**src/rtl/sup_mem_pkg.sv**
```systemverilog
package sup_mem_pkg;
    typedef enum logic {
        PH_IDLE = 1'b0,
        PH_EXEC = 1'b1
    } phase_e;
endpackage

```
**src/rtl/sup_meta_table.sv**
```systemverilog
module sup_meta_table #(
    parameter int META_W = 2
) (
    input  logic              clk,
    input  logic              rst_n,
    input  logic              cfg_we,
    input  logic              cfg_op,
    input  logic [META_W-1:0] cfg_cur,
    input  logic              cfg_exc,
    input  logic [META_W-1:0] cfg_next,
    input  logic              lk_op,
    input  logic [META_W-1:0] lk_cur,
    output logic              lk_exc,
    output logic [META_W-1:0] lk_next
);
    localparam int IDX_W = META_W + 1;
    localparam int N_ENT = 2 ** IDX_W;

    logic [META_W:0] tbl_q [N_ENT];
    logic [META_W:0] tbl_d [N_ENT];

    always_comb begin
        for (int i = 0; i < N_ENT; i++) tbl_d[i] = tbl_q[i];
        if (cfg_we) tbl_d[{cfg_op, cfg_cur}] = {cfg_exc, cfg_next};
    end

    always_ff @(posedge clk) begin
        for (int i = 0; i < N_ENT; i++) begin
            if (!rst_n) tbl_q[i] <= {1'b0, META_W'(i)};
            else        tbl_q[i] <= tbl_d[i];
        end
    end

    logic [META_W:0] hit;
    assign hit     = tbl_q[{lk_op, lk_cur}];
    assign lk_exc  = hit[META_W];
    assign lk_next = hit[META_W-1:0];
endmodule

```
**src/rtl/sup_word_store.sv**
```systemverilog
module sup_word_store #(
    parameter int ADDR_W = 4,
    parameter int DATA_W = 8,
    parameter int META_W = 2
) (
    input  logic              clk,
    input  logic              rst_n,
    input  logic [ADDR_W-1:0] addr,
    output logic [DATA_W-1:0] rd_data,
    output logic [META_W-1:0] rd_meta,
    input  logic              wr_data_en,
    input  logic [DATA_W-1:0] wr_data,
    input  logic              wr_meta_en,
    input  logic [META_W-1:0] wr_meta
);
    localparam int DEPTH = 2 ** ADDR_W;

    logic [DATA_W-1:0] data_q [DEPTH];
    logic [DATA_W-1:0] data_d [DEPTH];
    logic [META_W-1:0] meta_q [DEPTH];
    logic [META_W-1:0] meta_d [DEPTH];

    always_comb begin
        for (int i = 0; i < DEPTH; i++) begin
            data_d[i] = data_q[i];
            meta_d[i] = meta_q[i];
        end
        if (wr_data_en) data_d[addr] = wr_data;
        if (wr_meta_en) meta_d[addr] = wr_meta;
    end

    always_ff @(posedge clk) begin
        for (int i = 0; i < DEPTH; i++) begin
            if (!rst_n) begin
                data_q[i] <= '0;
                meta_q[i] <= '0;
            end else begin
                data_q[i] <= data_d[i];
                meta_q[i] <= meta_d[i];
            end
        end
    end

    assign rd_data = data_q[addr];
    assign rd_meta = meta_q[addr];
endmodule

```
**src/rtl/sup_mem_ctrl.sv**
```systemverilog
module sup_mem_ctrl #(
    parameter int ADDR_W = 4,
    parameter int DATA_W = 8,
    parameter int META_W = 2
) (
    input  logic              clk,
    input  logic              rst_n,
    input  logic              cfg_we,
    input  logic              cfg_is_store,
    input  logic [META_W-1:0] cfg_state,
    input  logic              cfg_fault,
    input  logic [META_W-1:0] cfg_next,
    input  logic              req_valid,
    output logic              req_ready,
    input  logic              req_write,
    input  logic              req_sup,
    input  logic [ADDR_W-1:0] req_addr,
    input  logic [DATA_W-1:0] req_wdata,
    output logic              rsp_valid,
    output logic [DATA_W-1:0] rsp_data,
    output logic              rsp_exc,
    output logic              exc_valid,
    output logic [ADDR_W-1:0] exc_addr,
    output logic              exc_is_store,
    input  logic              exc_ack
);
    import sup_mem_pkg::*;

    typedef struct packed {
        phase_e            phase;
        logic              op_write;
        logic              op_sup;
        logic [ADDR_W-1:0] addr;
        logic [DATA_W-1:0] wdata;
        logic              rsp_valid;
        logic [DATA_W-1:0] rsp_data;
        logic              rsp_exc;
        logic              exc_valid;
        logic [ADDR_W-1:0] exc_addr;
        logic              exc_is_store;
    } ctrl_t;

    ctrl_t st_q, st_d;

    logic [DATA_W-1:0] mem_data;
    logic [META_W-1:0] mem_meta;
    logic              tbl_exc;
    logic [META_W-1:0] tbl_next;
    logic              wr_data_en;
    logic              wr_meta_en;
    logic              ready_int;

    sup_meta_table #(.META_W(META_W)) u_table (
        .clk      (clk),
        .rst_n    (rst_n),
        .cfg_we   (cfg_we),
        .cfg_op   (cfg_is_store),
        .cfg_cur  (cfg_state),
        .cfg_exc  (cfg_fault),
        .cfg_next (cfg_next),
        .lk_op    (st_q.op_write),
        .lk_cur   (mem_meta),
        .lk_exc   (tbl_exc),
        .lk_next  (tbl_next)
    );

    sup_word_store #(.ADDR_W(ADDR_W), .DATA_W(DATA_W), .META_W(META_W)) u_store (
        .clk        (clk),
        .rst_n      (rst_n),
        .addr       (st_q.addr),
        .rd_data    (mem_data),
        .rd_meta    (mem_meta),
        .wr_data_en (wr_data_en),
        .wr_data    (st_q.wdata),
        .wr_meta_en (wr_meta_en),
        .wr_meta    (tbl_next)
    );

    always_comb begin
        st_d       = st_q;
        wr_data_en = 1'b0;
        wr_meta_en = 1'b0;
        ready_int  = (st_q.phase == PH_IDLE) && !st_q.exc_valid;
        st_d.rsp_valid = 1'b0;

        if (st_q.exc_valid && exc_ack) st_d.exc_valid = 1'b0;

        case (st_q.phase)
            PH_IDLE: begin
                if (req_valid && ready_int) begin
                    st_d.phase    = PH_EXEC;
                    st_d.op_write = req_write;
                    st_d.op_sup   = req_sup;
                    st_d.addr     = req_addr;
                    st_d.wdata    = req_wdata;
                end
            end
            PH_EXEC: begin
                st_d.phase     = PH_IDLE;
                st_d.rsp_valid = 1'b1;
                st_d.rsp_exc   = 1'b0;
                st_d.rsp_data  = '0;
                if (st_q.op_sup && tbl_exc) begin
                    st_d.rsp_exc      = 1'b1;
                    st_d.exc_valid    = 1'b1;
                    st_d.exc_addr     = st_q.addr;
                    st_d.exc_is_store = st_q.op_write;
                end else begin
                    wr_meta_en = st_q.op_sup && (tbl_next != mem_meta);
                    wr_data_en = st_q.op_write;
                    if (!st_q.op_write) st_d.rsp_data = mem_data;
                end
            end
            default: st_d.phase = PH_IDLE;
        endcase
    end

    always_ff @(posedge clk) begin
        if (!rst_n) begin
            st_q       <= '0;
            st_q.phase <= PH_IDLE;
        end else begin
            st_q <= st_d;
        end
    end

    assign req_ready    = ready_int;
    assign rsp_valid    = st_q.rsp_valid;
    assign rsp_data     = st_q.rsp_data;
    assign rsp_exc      = st_q.rsp_exc;
    assign exc_valid    = st_q.exc_valid;
    assign exc_addr     = st_q.exc_addr;
    assign exc_is_store = st_q.exc_is_store;
endmodule

```
**config.mk**
```make
export PLATFORM = sky130hd
export DESIGN_NAME = sup_mem_ctrl
export DESIGN_NICKNAME = d
export VERILOG_FILES = /design/src/rtl/sup_mem_pkg.sv /design/src/rtl/sup_meta_table.sv /design/src/rtl/sup_word_store.sv /design/src/rtl/sup_mem_ctrl.sv
export SDC_FILE = /design/constraint.sdc
export NUM_CORES = 1
export LEC_CHECK = 0
export BUFFER_PORTS_ARGS = -buffer_cell sky130_fd_sc_hd__buf_4
export CORE_MARGIN = 5
export CORE_UTILIZATION = 60
export DETAILED_ROUTE_END_ITERATION = 10
export GPL_TIMING_DRIVEN = 0
export PLACE_DENSITY_LB_ADDON = 0.1
export REMOVE_ABC_BUFFERS = 1
export SYNTH_ARGS = -nofsm -noshare
export SYNTH_HDL_FRONTEND = slang
export SYNTH_SLANG_ARGS = --single-unit
export TNS_END_PERCENT = 20
```
**constraint.sdc**
```tcl
create_clock -name clk -period 3.4 [get_ports clk]
set_input_delay 0.68 -clock clk [delete_from_list [all_inputs] [get_ports clk]]
set_output_delay 0.68 -clock clk [all_outputs]
set_load 0.1 [all_outputs]
```
==> impl_results.md <==
- Status: finished, final reports clean
- Initial core utilization: 61.5%
- H-tree Lvls: 1
- Static Leak: 0.00395 µW
- Largest net degree at the start of global routing: 109
- Post-synth EDFFs: 0
- Die X-Extent: 141 µm
- Critical path start-end classification: reg2reg
- Placed Area: 0.0104 mm²
- Full die area: 0.0198 mm²
- Total track usage: 28.4%
- Worst Skew: approximately 0.02 ns
- Root buf cell: clkbuf_16
- Fmax: between 300 and 400 MHz
- Clock Latency Late Sink: 0.53 ns
- Area leader, netlist: dfxtp_1
- Hold Buf Count CTS: 0
- Final Cell Area: roughly 0.011 mm²
- WL/cell: 21.1 µm
- I/O pin total: 42
- Drc violations: 0
- Power Density: 479 mW/mm²
- Design Power: around 5500 µW
- Area delta synth->final: 11.5%
- Hold/Removal Path Class: in2reg
- Avg Inst Size Synth: 8.84 µm²
- Iteration-0 DRC Markers: 813
- CTS clock-pin slew for the worst setup and hold paths: approximately 0.06 ns
- IO buf count: 41
- Crit path time final: 3.20 ns
- Final weighted congestion in routability-driven placement: 0.837
- GR peak layer: met2
- Layout Nets: 1148
- Final Hold Fails: 0
- M2 GR Usage: 46.9%
- Vias: slightly below 9000
- Slew @ Worst Pin: 1.25 ns
- Synth top area share: 42.9%
- # diodes: 0
- Endpoints failing setup: 0
- Vias per Instance: 6.47
- Synth warn: 0
- Post-synth ARST share: 0%
- Critical-path maximum fanout: ~100
- First-pass GRT wire length: between 40 and 50 mm
- Vias in the first global route: 8314
- Seq/Total Area, Yosys: 42.9%
- CTS tree: done
- Post-synth cell types: 42
- Die Ht: 141 µm
- CTS Buf Count: 24
- Number of antenna violations at the first check in global routing: 0
- Met1 usage: 37.3%
- Clock sinks: 219
- Routed wire length: 28.7 mm
- Slew HR: about 16%
- Synthesized area: 0.0102 mm²
- Top_reg_cell synth: dfxtp_1
- Fillers: roughly 1300
- Gate Count Post-Synth: approximately 1200
- Type of origin of the critical path: flip-flop
- Dpl cells: 1299
- Layout cells sized above 1: 15.4%
- Worst setup EP type: flip-flop
- Total gr overflow: 0
- Commonest non-fill, non-tap cell in the layout: dfxtp_1
- Post-route antenna net violation count: 0
- Number of max-cap violations: 0
- Final period utilization: between 90 and 100%
- RSZ-0062 raised after global routing: no
- Dpl hpwl: 17.1 mm
- Total Neg Setup Slack: 0 ns
- Post-route insts no fill: roughly 1400
- Longest Clk Path Bufs: 3
- Flops & latches, synth: 219
- Slew Limit Fails: 0
- Max IR drop VDD: 0.000436 V
- Pre-antenna DRT Iters: 5
- Final Core Density: 68.5%
- Crit path required time: roughly 3.8 ns
- Data arrival, critical path: 3.59 ns
- Core area: 0.0166 mm²
- Top cells by area, synth: dfxtp_1, mux4_2, nand3_1
- Most frequent cells in the layout: dfxtp_1, nand3_1, a21oi_1
- GRT met3 Usage: 5.04%
- FP Rows: 47
synth_stat cells (10+ instances only):
master	instances
dfxtp_1	219
nand3_1	171
a21oi_1	157
o21ai_0	129
nand2_1	86
clkbuf_1	79
mux2i_1	61
mux4_2	49
nor2_1	48
buf_2	18
buf_4	17
nor2b_1	17
nor3_1	15
buf_1	11
o21a_1	10
cell families after synthesis:
logic type / share of synthesized area [%]
flops: 42.9
buf+inv: 5.62
simple gates: 17.6
compound gates: 16.5
mux: 17.4
sequential cells by signal (all words and copies together) (netlist names), named ones only:
| register | count |
|---|---|
| u_store.data_q | 128 |
| u_store.meta_q | 32 |
| u_table.tbl_q | 24 |
| st_q | 15 |
| rsp_data | 8 |
| exc_addr | 4 |
| exc_is_store | 1 |
| exc_valid | 1 |
| rsp_exc | 1 |
| rsp_valid | 1 |
area by class of cell:
type / instances / area, µm² / area share, %
well taps: 220 / 275 / 2.41
flip-flops and latches: 219 / 4390 / 38.5
clock buffers: 38 / 723 / 6.34
inverters: 2 / 12.5 / 0.110
multi-input cells: 813 / 5350 / 46.9
clock inverters: 6 / 47.5 / 0.417
repair buffers: 63 / 607 / 5.32
report_power, final:
group          internal [µW]  switching, µW  leakage (µW)
Combinational            106            160       0.00180
Clock                   1460           1060      0.000378
Sequential              2590           89.5       0.00177
Total                   4160           1310       0.00395
path summary, 6_finish.rpt:
| kind | start | end | slack [ns] | depth (start not counted) |
|---|---|---|---|---|
| min reg2reg | u_store.meta_q[9][0] | u_store.meta_q[9][0] | 0.46 | 2 |
| max | flip-flop | u_store.data_q[8][6] | 0.20 | 8 |
| max reg2reg | flip-flop | u_store.data_q[8][6] | 0.20 | 8 |
| min | req_wdata[4] | st_q[20] | 0.41 | 3 |
worst max-delay path, cell delays in order (launching register included):
cell and delay (ns):
dfxtp_4 0.45, mux4_2 0.58, a22oi_2 0.35, nand2_2 0.24
a211o_2 0.50, and3_4 0.30, buf_16 0.25, o21ai_0 0.25
a21oi_1 0.10
through the flow:
step           hold WS, ns  worst slack, ns
2_1_floorplan        0.435            -2.02
3_3_place_gp         0.443            -4.49
3_5_place_dp         0.451            -1.05
4_1_cts              0.401          0.00843
5_1_grt              0.404           0.0840
6_report             0.410            0.201
routing by layer:
| layer | wire (µm) | part of all wire (%) |
|---|---|---|
| met5 | 42 | 0.15 |
| met2 | 13700 | 48 |
| met4 | 1190 | 4.1 |
| met1 | 11600 | 40 |
| met3 | 2210 | 7.7 |
what timing repair did:
action / CTS / global route
cloned: 3 / 0
gates resized for setup: 6 / 1
buffers inserted: 4 / 11
pin swaps: 5 / 1
setup endpoints to repair: 175 / 153
(Power assumes the default switching activity.)
